[src/rtl/irq_gate_pkg.sv]
package irq_gate_pkg;
  localparam int LVL_W = 3;
  localparam logic [LVL_W-1:0] LVL_TOP = 3'd7;

  // Eligibility of one source: enabled, nonzero level above the CPU level,
  // and not held by the countdown unless it sits at the top level.
  function automatic logic f_eligible(input logic req, input logic en,
                                      input logic [LVL_W-1:0] lvl,
                                      input logic [LVL_W-1:0] ipl,
                                      input logic cnt_busy);
    logic lvl_ok;
    logic cnt_ok;
    lvl_ok = (lvl != '0) && (lvl > ipl);
    cnt_ok = !cnt_busy || (lvl == LVL_TOP);
    return req && en && lvl_ok && cnt_ok;
  endfunction
endpackage

[src/rtl/irq_en_bank.sv]
module irq_en_bank #(
  parameter int NSRC     = 8,
  parameter int EN_DELAY = 1
) (
  input  logic            clk,
  input  logic            rst_n,
  input  logic            wr_i,
  input  logic [NSRC-1:0] wdata_i,
  output logic [NSRC-1:0] en_q
);
  localparam int NSTG = (EN_DELAY > 1) ? EN_DELAY - 1 : 1;

  logic            commit;
  logic [NSRC-1:0] commit_data;

  generate
    if (EN_DELAY <= 1) begin : g_direct
      assign commit      = wr_i;
      assign commit_data = wdata_i;
    end else begin : g_pipe
      logic [NSTG-1:0] stg_vld;
      logic [NSRC-1:0] stg_dat [NSTG];
      always_ff @(posedge clk) begin
        if (!rst_n) begin
          stg_vld <= '0;
          for (int i = 0; i < NSTG; i++) stg_dat[i] <= '0;
        end else begin
          stg_vld[0] <= wr_i;
          stg_dat[0] <= wdata_i;
          for (int i = 1; i < NSTG; i++) begin
            stg_vld[i] <= stg_vld[i-1];
            stg_dat[i] <= stg_dat[i-1];
          end
        end
      end
      assign commit      = stg_vld[NSTG-1];
      assign commit_data = stg_dat[NSTG-1];
    end
  endgenerate

  always_ff @(posedge clk) begin
    if (!rst_n)      en_q <= '0;
    else if (commit) en_q <= commit_data;
  end


  en_hold_chk: assert property (@(posedge clk) disable iff (!rst_n)
    !commit |=> $stable(en_q));

  en_load_chk: assert property (@(posedge clk) disable iff (!rst_n)
    commit |=> en_q == $past(commit_data));
endmodule

[src/rtl/irq_countdown.sv]
module irq_countdown #(
  parameter int CNT_W = 14
) (
  input  logic             clk,
  input  logic             rst_n,
  input  logic             cmd_i,
  input  logic [CNT_W-1:0] cmd_cnt_i,
  input  logic             wr_i,
  input  logic [CNT_W-1:0] wdata_i,
  input  logic             tick_i,
  output logic [CNT_W-1:0] cnt_q,
  output logic             busy_o
);
  logic ev_load;
  logic ev_wr_ok;
  logic ev_dec;

  function automatic logic [CNT_W-1:0] f_dec(input logic [CNT_W-1:0] v);
    return (v == '0) ? v : v - 1'b1;
  endfunction

  assign busy_o   = (cnt_q != '0);
  assign ev_load  = cmd_i;
  assign ev_wr_ok = !cmd_i && wr_i && busy_o;
  assign ev_dec   = !cmd_i && !ev_wr_ok && tick_i && busy_o;

  always_ff @(posedge clk) begin
    if (!rst_n)        cnt_q <= '0;
    else if (ev_load)  cnt_q <= cmd_cnt_i;
    else if (ev_wr_ok) cnt_q <= wdata_i;
    else if (ev_dec)   cnt_q <= f_dec(cnt_q);
  end


  cnt_dec_chk: assert property (@(posedge clk) disable iff (!rst_n)
    ev_dec |=> cnt_q == $past(cnt_q) - 1'b1);

  cnt_wr_ignored_chk: assert property (@(posedge clk) disable iff (!rst_n)
    (wr_i && !cmd_i && cnt_q == '0) |=> cnt_q == '0);

  cnt_zero_hold_chk: assert property (@(posedge clk) disable iff (!rst_n)
    (!cmd_i && cnt_q == '0) |=> cnt_q == '0);

  cnt_cmd_chk: assert property (@(posedge clk) disable iff (!rst_n)
    cmd_i |=> cnt_q == $past(cmd_cnt_i));
endmodule

[src/rtl/irq_arbiter.sv]
module irq_arbiter
  import irq_gate_pkg::*;
#(
  parameter int NSRC  = 8,
  parameter int IDX_W = 3
) (
  input  logic [NSRC-1:0]       elig_i,
  input  logic [NSRC*LVL_W-1:0] lvl_i,
  output logic                  vld_o,
  output logic [IDX_W-1:0]      idx_o,
  output logic [LVL_W-1:0]      lvl_o
);
  always_comb begin
    vld_o = 1'b0;
    idx_o = '0;
    lvl_o = '0;
    for (int s = 0; s < NSRC; s++) begin
      if (elig_i[s] && (!vld_o || lvl_i[s*LVL_W +: LVL_W] > lvl_o)) begin
        vld_o = 1'b1;
        idx_o = IDX_W'(s);
        lvl_o = lvl_i[s*LVL_W +: LVL_W];
      end
    end
  end


  arb_pick_elig_chk: assert final (!vld_o || elig_i[idx_o]);

  arb_idle_zero_chk: assert final (vld_o || (idx_o == '0 && lvl_o == '0));
endmodule

[src/rtl/irq_gate.sv]
module irq_gate
  import irq_gate_pkg::*;
#(
  parameter int NSRC     = 8,
  parameter int NTRAP    = 4,
  parameter int CNT_W    = 14,
  parameter int EN_DELAY = 1,
  parameter int IDX_W    = (NSRC > 1) ? $clog2(NSRC) : 1,
  parameter int TIDX_W   = (NTRAP > 1) ? $clog2(NTRAP) : 1
) (
  input  logic                  clk,
  input  logic                  rst_n,
  input  logic [NSRC-1:0]       req_i,
  input  logic [NSRC*LVL_W-1:0] req_lvl_i,
  input  logic [NTRAP-1:0]      trap_i,
  input  logic                  icyc_i,
  input  logic                  tdis_cmd_i,
  input  logic [CNT_W-1:0]      tdis_cnt_i,
  input  logic                  cnt_wr_i,
  input  logic [CNT_W-1:0]      cnt_wdata_i,
  input  logic                  en_wr_i,
  input  logic [NSRC-1:0]       en_wdata_i,
  input  logic                  ipl_wr_i,
  input  logic [LVL_W-1:0]      ipl_wdata_i,
  output logic [LVL_W-1:0]      ipl_o,
  output logic [CNT_W-1:0]      cnt_o,
  output logic                  grant_vld_o,
  output logic [IDX_W-1:0]      grant_idx_o,
  output logic [LVL_W-1:0]      grant_lvl_o,
  output logic                  trap_vld_o,
  output logic [TIDX_W-1:0]     trap_idx_o
);
  logic [NSRC-1:0]  en_q;
  logic [LVL_W-1:0] ipl_q;
  logic             cnt_busy;
  logic [NSRC-1:0]  elig;
  logic             arb_vld;
  logic [IDX_W-1:0] arb_idx;
  logic [LVL_W-1:0] arb_lvl;

  irq_en_bank #(.NSRC(NSRC), .EN_DELAY(EN_DELAY)) u_en (
    .clk(clk), .rst_n(rst_n), .wr_i(en_wr_i), .wdata_i(en_wdata_i), .en_q(en_q));

  irq_countdown #(.CNT_W(CNT_W)) u_cnt (
    .clk(clk), .rst_n(rst_n), .cmd_i(tdis_cmd_i), .cmd_cnt_i(tdis_cnt_i),
    .wr_i(cnt_wr_i), .wdata_i(cnt_wdata_i), .tick_i(icyc_i),
    .cnt_q(cnt_o), .busy_o(cnt_busy));

  always_ff @(posedge clk) begin
    if (!rst_n)        ipl_q <= '0;
    else if (ipl_wr_i) ipl_q <= ipl_wdata_i;
  end
  assign ipl_o = ipl_q;

  generate
    for (genvar s = 0; s < NSRC; s++) begin : g_elig
      assign elig[s] = f_eligible(req_i[s], en_q[s],
                                  req_lvl_i[s*LVL_W +: LVL_W], ipl_q, cnt_busy);
    end
  endgenerate

  irq_arbiter #(.NSRC(NSRC), .IDX_W(IDX_W)) u_arb (
    .elig_i(elig), .lvl_i(req_lvl_i),
    .vld_o(arb_vld), .idx_o(arb_idx), .lvl_o(arb_lvl));

  always_comb begin
    trap_idx_o = '0;
    for (int t = NTRAP - 1; t >= 0; t--) begin
      if (trap_i[t]) trap_idx_o = TIDX_W'(t);
    end
  end
  assign trap_vld_o = |trap_i;

  assign grant_vld_o = arb_vld && !trap_vld_o;
  assign grant_idx_o = grant_vld_o ? arb_idx : '0;
  assign grant_lvl_o = grant_vld_o ? arb_lvl : '0;


  grant_above_ipl_chk: assert property (@(posedge clk) disable iff (!rst_n)
    grant_vld_o |-> (grant_lvl_o > ipl_o && grant_lvl_o != '0));

  cnt_mask_chk: assert property (@(posedge clk) disable iff (!rst_n)
    (grant_vld_o && cnt_o != '0) |-> grant_lvl_o == LVL_TOP);

  trap_first_chk: assert property (@(posedge clk) disable iff (!rst_n)
    (trap_i != '0) |-> (trap_vld_o && !grant_vld_o));

  grant_enabled_chk: assert property (@(posedge clk) disable iff (!rst_n)
    grant_vld_o |-> (en_q[grant_idx_o] && req_i[grant_idx_o]));

  ipl_load_chk: assert property (@(posedge clk) disable iff (!rst_n)
    ipl_wr_i |=> ipl_o == $past(ipl_wdata_i));
endmodule

[config.mk]
export PLATFORM = sky130hd
export DESIGN_NAME = irq_gate
export DESIGN_NICKNAME = d
export VERILOG_FILES = /design/src/rtl/irq_gate_pkg.sv /design/src/rtl/irq_en_bank.sv /design/src/rtl/irq_countdown.sv /design/src/rtl/irq_arbiter.sv /design/src/rtl/irq_gate.sv
export SDC_FILE = /design/constraint.sdc
export NUM_CORES = 1
export LEC_CHECK = 0
export ABC_AREA = 1
export BUFFER_PORTS_ARGS = -buffer_cell sky130_fd_sc_hd__buf_2
export CORE_MARGIN = 8
export CORE_UTILIZATION = 47
export CTS_CLUSTER_SIZE = 25
export DETAILED_ROUTE_END_ITERATION = 12
export GPL_TIMING_DRIVEN = 0
export PLACE_DENSITY = 0.78
export RECOVER_POWER = 50
export SYNTH_ARGS = -nofsm -noshare
export SYNTH_HDL_FRONTEND = slang
export SYNTH_SLANG_ARGS = --single-unit
[constraint.sdc]
create_clock -name clk -period 11.2 [get_ports clk]
set_clock_uncertainty 0.05 [all_clocks]
set_input_delay 2.24 -clock clk [delete_from_list [all_inputs] [get_ports clk]]
set_output_delay 2.24 -clock clk [all_outputs]
set_load 0.01 [all_outputs]
After elaboration in Yosys (flattened, before gate mapping)
Cells that the tools add are included.

Flip-flop bits (word level): 25. Input port bits: 82. Output and inout port bits: 27.

$add $sub $neg: 1. $lt $le $gt $ge: 15. Eq/ne operators: 9. Mux-type cells: 33. Reductions and logical operators: 84.

Operators with widths (count): two-way mux 14 bit (4); greater-than comparator 3 bit (15); logical AND 1 bit (45); two-way mux 3 bit (14); nonzero test 3 bit (9); equality test 3 bit (second input constant) (8); logical OR 1 bit (15); logical NOT 14 bit (1); nonzero test 14 bit (1); subtractor 14 x 1 -> 14 bit (second input constant) (1); two-way mux 2 bit (6); logical NOT 1 bit (11); two-way mux 1 bit (9); OR reduction 4 bit (1); != test 3 x 2 -> 1 bit (second input constant) (1); AND reduction 2 bit (1).

Longest topological paths before layout
Depth after elaboration: 35. Mapped depth: 71.

Hierarchy
Synthesis repeated with hierarchy kept, for this count alone.

Cell total of the unflattened synthesis: 619. Area total of the unflattened synthesis: 3681.0 µm².

By module, submodules not included: irq_countdown (instances 1, cells each 215, area an instance 1320.0 µm², sequential area each 280.3 µm²); irq_gate (instances 1, cells each 180, area an instance 1041.0 µm², sequential area each 60.1 µm²); irq_arbiter (instances 1, cells each 173, area an instance 963.4 µm², sequential area each 0.0 µm²); irq_en_bank (instances 1, cells each 51, area an instance 356.6 µm², sequential area each 160.2 µm²).

Worst setup path after synthesis
No wires, ideal clock.

Kind: input to output. From: in req_lvl_i[2]. To: out grant_idx_o[0]. Arrival time: 9686 ps. Setup slack: -776 ps. Stages on the path: 66. Path buffers: 0. Cell sequence: ha_1 nand2_1 nor2_1 nor2_1 nor2_1 nand2_4 nor2_1 inv_1 ha_1 a21oi_1 o21ai_0 nand2_1 nand3_2 nand2_2 nand2_1 nand2_1 inv_1 ha_1 [... 30 more ...] nand2_1 nand2_1 ha_1 nand2_1 o21ai_0 nand2_1 nand2_1 nand2_1 inv_1 nand2_1 and2_1 ha_1 nand2_1 o21ai_0 nand2_1 nand2_1 nand2_2 a21boi_0.

Cells in the longest elaborated chain, start to end: 35.

Ends and longest elaborated chain: from (decl) (RTL line irq_gate.sv:14) `input logic [NSRC*LVL_W-1:0] req_lvl_i,`; greater-than comparator 3 bit or nonzero test 3 bit (tied branches) (RTL line irq_gate_pkg.sv:13) `lvl_ok = (lvl != '0) && (lvl > ipl);`; logical AND 1 bit (RTL line irq_gate_pkg.sv:13); logical AND 1 bit (2 in a row) (RTL line irq_gate_pkg.sv:15) `return req && en && lvl_ok && cnt_ok;`; two-way mux 3 bit or two-way mux 1 bit (tied branches) (RTL line irq_arbiter.sv:18) `if (elig_i[s] && (!vld_o || lvl_i[s*LVL_W +: LVL_W] > lvl_o)) begin`; greater-than comparator 3 bit or logical NOT 1 bit (tied branches) (RTL line irq_arbiter.sv:18); logical OR 1 bit (RTL line irq_arbiter.sv:18); logical AND 1 bit (RTL line irq_arbiter.sv:18); two-way mux 3 bit or two-way mux 1 bit (tied branches) (RTL line irq_arbiter.sv:18); [... 18 more ...]; logical AND 1 bit (RTL line irq_arbiter.sv:18); two-way mux 3 bit or two-way mux 1 bit (tied branches) (RTL line irq_arbiter.sv:18); greater-than comparator 3 bit or logical NOT 1 bit (tied branches) (RTL line irq_arbiter.sv:18); logical OR 1 bit (RTL line irq_arbiter.sv:18); logical AND 1 bit (RTL line irq_arbiter.sv:18); two-way mux 1 bit (RTL line irq_arbiter.sv:18); logical AND 1 bit (RTL line irq_gate.sv:74) `assign grant_vld_o = arb_vld && !trap_vld_o;`; two-way mux 3 bit (*) (RTL line irq_gate.sv:75) `assign grant_idx_o = grant_vld_o ? arb_idx : '0;`; to (decl) (RTL line irq_gate.sv:28) `output logic [IDX_W-1:0] grant_idx_o,`.

Mark *: on every way between the ends. The rest lies on a longest branch, timed or not.

Worst setup path after layout
From: in req_lvl_i[2]. To: out grant_lvl_o[2].

Cells in the longest elaborated chain, start to end: 35.

Ends and longest elaborated chain: greater-than comparator 3 bit or nonzero test 3 bit (tied branches) (RTL line irq_gate_pkg.sv:13); logical AND 1 bit (RTL line irq_gate_pkg.sv:13); logical AND 1 bit (2 in a row) (RTL line irq_gate_pkg.sv:15); two-way mux 3 bit or two-way mux 1 bit (tied branches) (RTL line irq_arbiter.sv:18); greater-than comparator 3 bit or logical NOT 1 bit (tied branches) (RTL line irq_arbiter.sv:18); logical OR 1 bit (RTL line irq_arbiter.sv:18); logical AND 1 bit (RTL line irq_arbiter.sv:18); two-way mux 3 bit or two-way mux 1 bit (tied branches) (RTL line irq_arbiter.sv:18); [... 18 more ...]; logical AND 1 bit (RTL line irq_arbiter.sv:18); two-way mux 3 bit or two-way mux 1 bit (tied branches) (RTL line irq_arbiter.sv:18); greater-than comparator 3 bit or logical NOT 1 bit (tied branches) (RTL line irq_arbiter.sv:18); logical OR 1 bit (RTL line irq_arbiter.sv:18); logical AND 1 bit (RTL line irq_arbiter.sv:18); two-way mux 1 bit (RTL line irq_arbiter.sv:18); logical AND 1 bit (RTL line irq_gate.sv:74); two-way mux 3 bit (*) (RTL line irq_gate.sv:76) `assign grant_lvl_o = grant_vld_o ? arb_lvl : '0;`; to (decl) (RTL line irq_gate.sv:29) `output logic [LVL_W-1:0] grant_lvl_o,`.

Marked as above.

==> results summary <==
The flow ran to the end, but the final reports show violations. The final reports fail on negative setup slack. The placer congestion estimate came out at 0.898. The starting density of the core came out at 48.6%. The clock-pin slew of the registers on the worst-case setup and hold paths is 0.09 ns. The die area came out at 10000 µm². The synthesized netlist devotes 40.6% of its cell area to simple gates. The overall overflow remaining after global route is 0. The number of placed cells counting well taps came out at 722. CTS built an H-tree with a depth of 1. The number of unique standard cell types used by synthesis is 42. The smallest setup slack after layout came out at -1.67 ns. The post-synthesis to final-layout area growth is 60.5%. The gate count after technology mapping came out at 518. The count of maximum capacitance violations came out at 0. The relative slew slack came out at 52.5%. The final max-slew violation count is 0. The total number of nets in the final design came out at 846.

The fill cell instance count of the final layout is 466. The delay of the slowest cell on the worst path came out at 0.29 ns. The global-route total usage across every layer is 26.5%.

The number of sinks handled by clock tree synthesis came out at 25. The fraction of synthesized area in multiplexers is 0%. Detailed placement ended at an HPWL of 8.68 mm. TritonCTS built the clock tree. The launch point of the worst path is req_lvl_i[2].

The routed layout has 4924 vias. The clock passes through at most 2 buffers. The boundary pin count is 109. The die is 100 µm tall. The launch point of the worst reg-to-reg path is u_cnt.cnt_q[0]. For this run, the register share of the synthesized area comes to 15.1%.

The total wire length came out at 15.9 mm. The net count of the mapped netlist came out at 647. The compound-gate portion of the synthesized area came out at 17.1%. The mapped cell area came out at 3320 µm². The total chip power came out at 0.337 mW. The highest ir drop seen on vdd came out at 0.0631 mV. The number of buffers added by the clock tree synthesis step is 3. The number of nets with antenna violations after detailed routing is 0. The cell with the largest stage delay on the worst path is sky130_fd_sc_hd__ha_4. The start point of the worst hold path is u_cnt.cnt_q[0].

The power per cell area came out at 63.4 nW/µm². The xor/xnor cell area share of the yosys netlist is 1.85%. The initial antenna violation count came out at 0. The number of input and output port buffers inserted is 108. The main combinational cell family by area after synthesis is simple AND/OR/NAND/NOR gates. The worst setup path is captured at a primary output. Setup repair after global routing could not meet its margin everywhere. The type of element launching the critical path is an input port. The number of warnings issued by yosys is 0. In this run, the number of DRC markers left after iteration 0 of detailed routing was 449. The timing-limited maximum frequency is 77.7 MHz. The number of rows in the core area is 30. Final hold analysis gives a worst-case slack of 0.456 ns. For the worst setup path, the data arrival time is 10.58 ns.

Summing the areas of all fa, ha and maj instances in the mapped netlist gives 17.7% of the synthesized area. The number of flops mapped to enable cells by yosys came out at 0. The proportion of register bits with asynchronous set or reset after synthesis is 0%. The total leakage power is 2.69 nW.

The placeable core region is 6830 µm². The latest clock arrival within the worst-skew pair came out at 0.27 ns. The largest fanout on the critical path is 8. A synthesized cell averages 6.41 µm². The cell that appears most often on the critical path is sky130_fd_sc_hd__nand2_2.

Leaving out fill and tap cells, the most frequent cell in the layout is sky130_fd_sc_hd__buf_2. The final core utilization is 77.9%. The path class of the tightest hold or removal check is register to register. The number of hold violations in the final report was 0.

The detailed-routing iteration count for the pre-antenna-repair pass came out at 6. The final critical-path share of the clock period is 115%. The final standard cell count with taps included and fillers excluded came out at 812. The slew at the pin with the worst max-slew slack came out at 0.706 ns. The final number of setup-violating endpoints is 6. The first global-routing pass estimated 22.1 mm of wire.

The worst setup path is of the input port to primary output kind. The clock period minus worst slack is 12.87 ns. The root buffer cell is sky130_fd_sc_hd__clkbuf_8.

The hold buffer count at CTS came out at 0. The share of layout cells above drive strength 1 is 45.5%. Dividing the detail-routed via count by the number of cells gives 6.06. The flop and latch count out of synthesis came out at 25. Among all flip-flop cells after synthesis, the most frequent one is sky130_fd_sc_hd__dfxtp_1. The via count of the first global-routing pass came out at 4833. The endpoint required time on the critical path came out at 8.91 ns.

The mean routed wirelength per cell is 19.6 µm. The post-route setup TNS came out at -9.71 ns. The number of antenna diodes in the final layout is 0. For this run, design rule violations remaining after detail routing come to 0. The maximum number of pins on one net before global-route repair is 16. Leaving out fill and tap cells, the most frequent cells in the layout are sky130_fd_sc_hd__buf_2 (90), sky130_fd_sc_hd__buf_4 (84), sky130_fd_sc_hd__nand2_1 (82). In this run the horizontal extent of the chip is 100 µm.
final cells by class:
cell class / instances / area [µm²] / area share [%]
Multi-Input combinational cell: 426 / 3190 / 59.8
Sequential cell: 25 / 500 / 9.40
Buffer: 4 / 16.3 / 0.305
Inverter: 63 / 241 / 4.53
Clock inverter: 1 / 7.51 / 0.141
Tap cell: 96 / 120 / 2.26
Timing Repair Buffer: 194 / 1210 / 22.7
Clock buffer: 3 / 41.3 / 0.775
cells by family after synthesis:
logic type / count (synthesis)
AND/OR/NAND/NOR: 279
XOR/XNOR: 7
flip-flops: 25
adder cells (fa/ha/maj): 47
AO/OA/AOI/OAI: 93
buffers and inverters: 67
state kept, by name, summed over array words and instances (netlist names):
register	flops
u_en.en_q	8
ipl_o	3
u_cnt.cnt_q	14
synthesized netlist by cell type, types with 2 or more instances:
cell type | number | share of area, %
sky130_fd_sc_hd__nor2_1 | 53 | 6.0
sky130_fd_sc_hd__a31oi_1 | 6 | 1.1
sky130_fd_sc_hd__nand2_1 | 114 | 13
sky130_fd_sc_hd__o21ai_0 | 30 | 4.5
sky130_fd_sc_hd__inv_2 | 3 | 0.34
sky130_fd_sc_hd__nand3b_1 | 3 | 0.68
sky130_fd_sc_hd__ha_1 | 47 | 18
sky130_fd_sc_hd__xor2_1 | 6 | 1.6
sky130_fd_sc_hd__or2_2 | 2 | 0.38
sky130_fd_sc_hd__clkbuf_1 | 3 | 0.34
sky130_fd_sc_hd__nor2_2 | 4 | 0.75
sky130_fd_sc_hd__nor2_4 | 7 | 2.4
sky130_fd_sc_hd__inv_1 | 59 | 6.7
sky130_fd_sc_hd__nand4_1 | 3 | 0.57
sky130_fd_sc_hd__a221oi_1 | 2 | 0.53
sky130_fd_sc_hd__dfxtp_1 | 25 | 15
sky130_fd_sc_hd__nor3_1 | 3 | 0.45
sky130_fd_sc_hd__o21ai_1 | 3 | 0.45
sky130_fd_sc_hd__o31ai_1 | 2 | 0.45
sky130_fd_sc_hd__and2_1 | 8 | 1.5
sky130_fd_sc_hd__o211ai_1 | 3 | 0.68
sky130_fd_sc_hd__a211oi_1 | 2 | 0.45
sky130_fd_sc_hd__nand3_2 | 7 | 2.1
sky130_fd_sc_hd__a21oi_1 | 28 | 4.2
sky130_fd_sc_hd__nand3_1 | 57 | 8.6
sky130_fd_sc_hd__o221ai_1 | 10 | 2.6
sky130_fd_sc_hd__nand2_2 | 9 | 1.7
sky130_fd_sc_hd__nand2_4 | 5 | 1.7
per-layer routing:
metal	global-route usage, %	vias to the layer above	wire length [µm]
li1	-	2166	-
met1	28.4	2218	5740
met2	46.3	399	7390
met3	5.81	141	1550
met4	17.0	0	1240
met5	0	-	0
worst max-delay path: cells and delay by family:
| family | cells | cell delay, ns |
|---|---|---|
| adder cells (fa/ha/maj) | 7 | 1.89 |
| AO/OA/AOI/OAI | 6 | 0.76 |
| AND/OR/NAND/NOR | 40 | 3.92 |
| buffers and inverters | 16 | 1.75 |
metrics by stage:
step / instance area [µm²] / setup WS (ns)
floorplan: 3480 / -0.280
global placement: 4140 / -1.12
detailed placement: 4140 / -1.31
CTS: 5090 / -0.793
global route: 5330 / -2.07
finish: 5330 / -1.67
power by group:
group | switching [mW] | internal, mW
combinational | 0.101 | 0.0722
clock | 0.0316 | 0.0253
sequential | 0.0109 | 0.0965
what timing repair did:
item,in CTS,in global routing
pin swaps,71,57
gates cloned,0,0
setup buffers,75,11
gates resized for setup,67,34
setup endpoints to repair,6,6
final timing paths:
path / to / slack, ns / depth (start not counted)
setup reg to reg: u_cnt.cnt_q[11] / 8.87 / 14
setup / recovery: grant_lvl_o[2] / -1.67 / 69
hold reg to reg: u_cnt.cnt_q[0] / 0.46 / 2
hold / removal: u_cnt.cnt_q[0] / 0.46 / 2
Note: power is estimated with default switching activity, not from simulation.
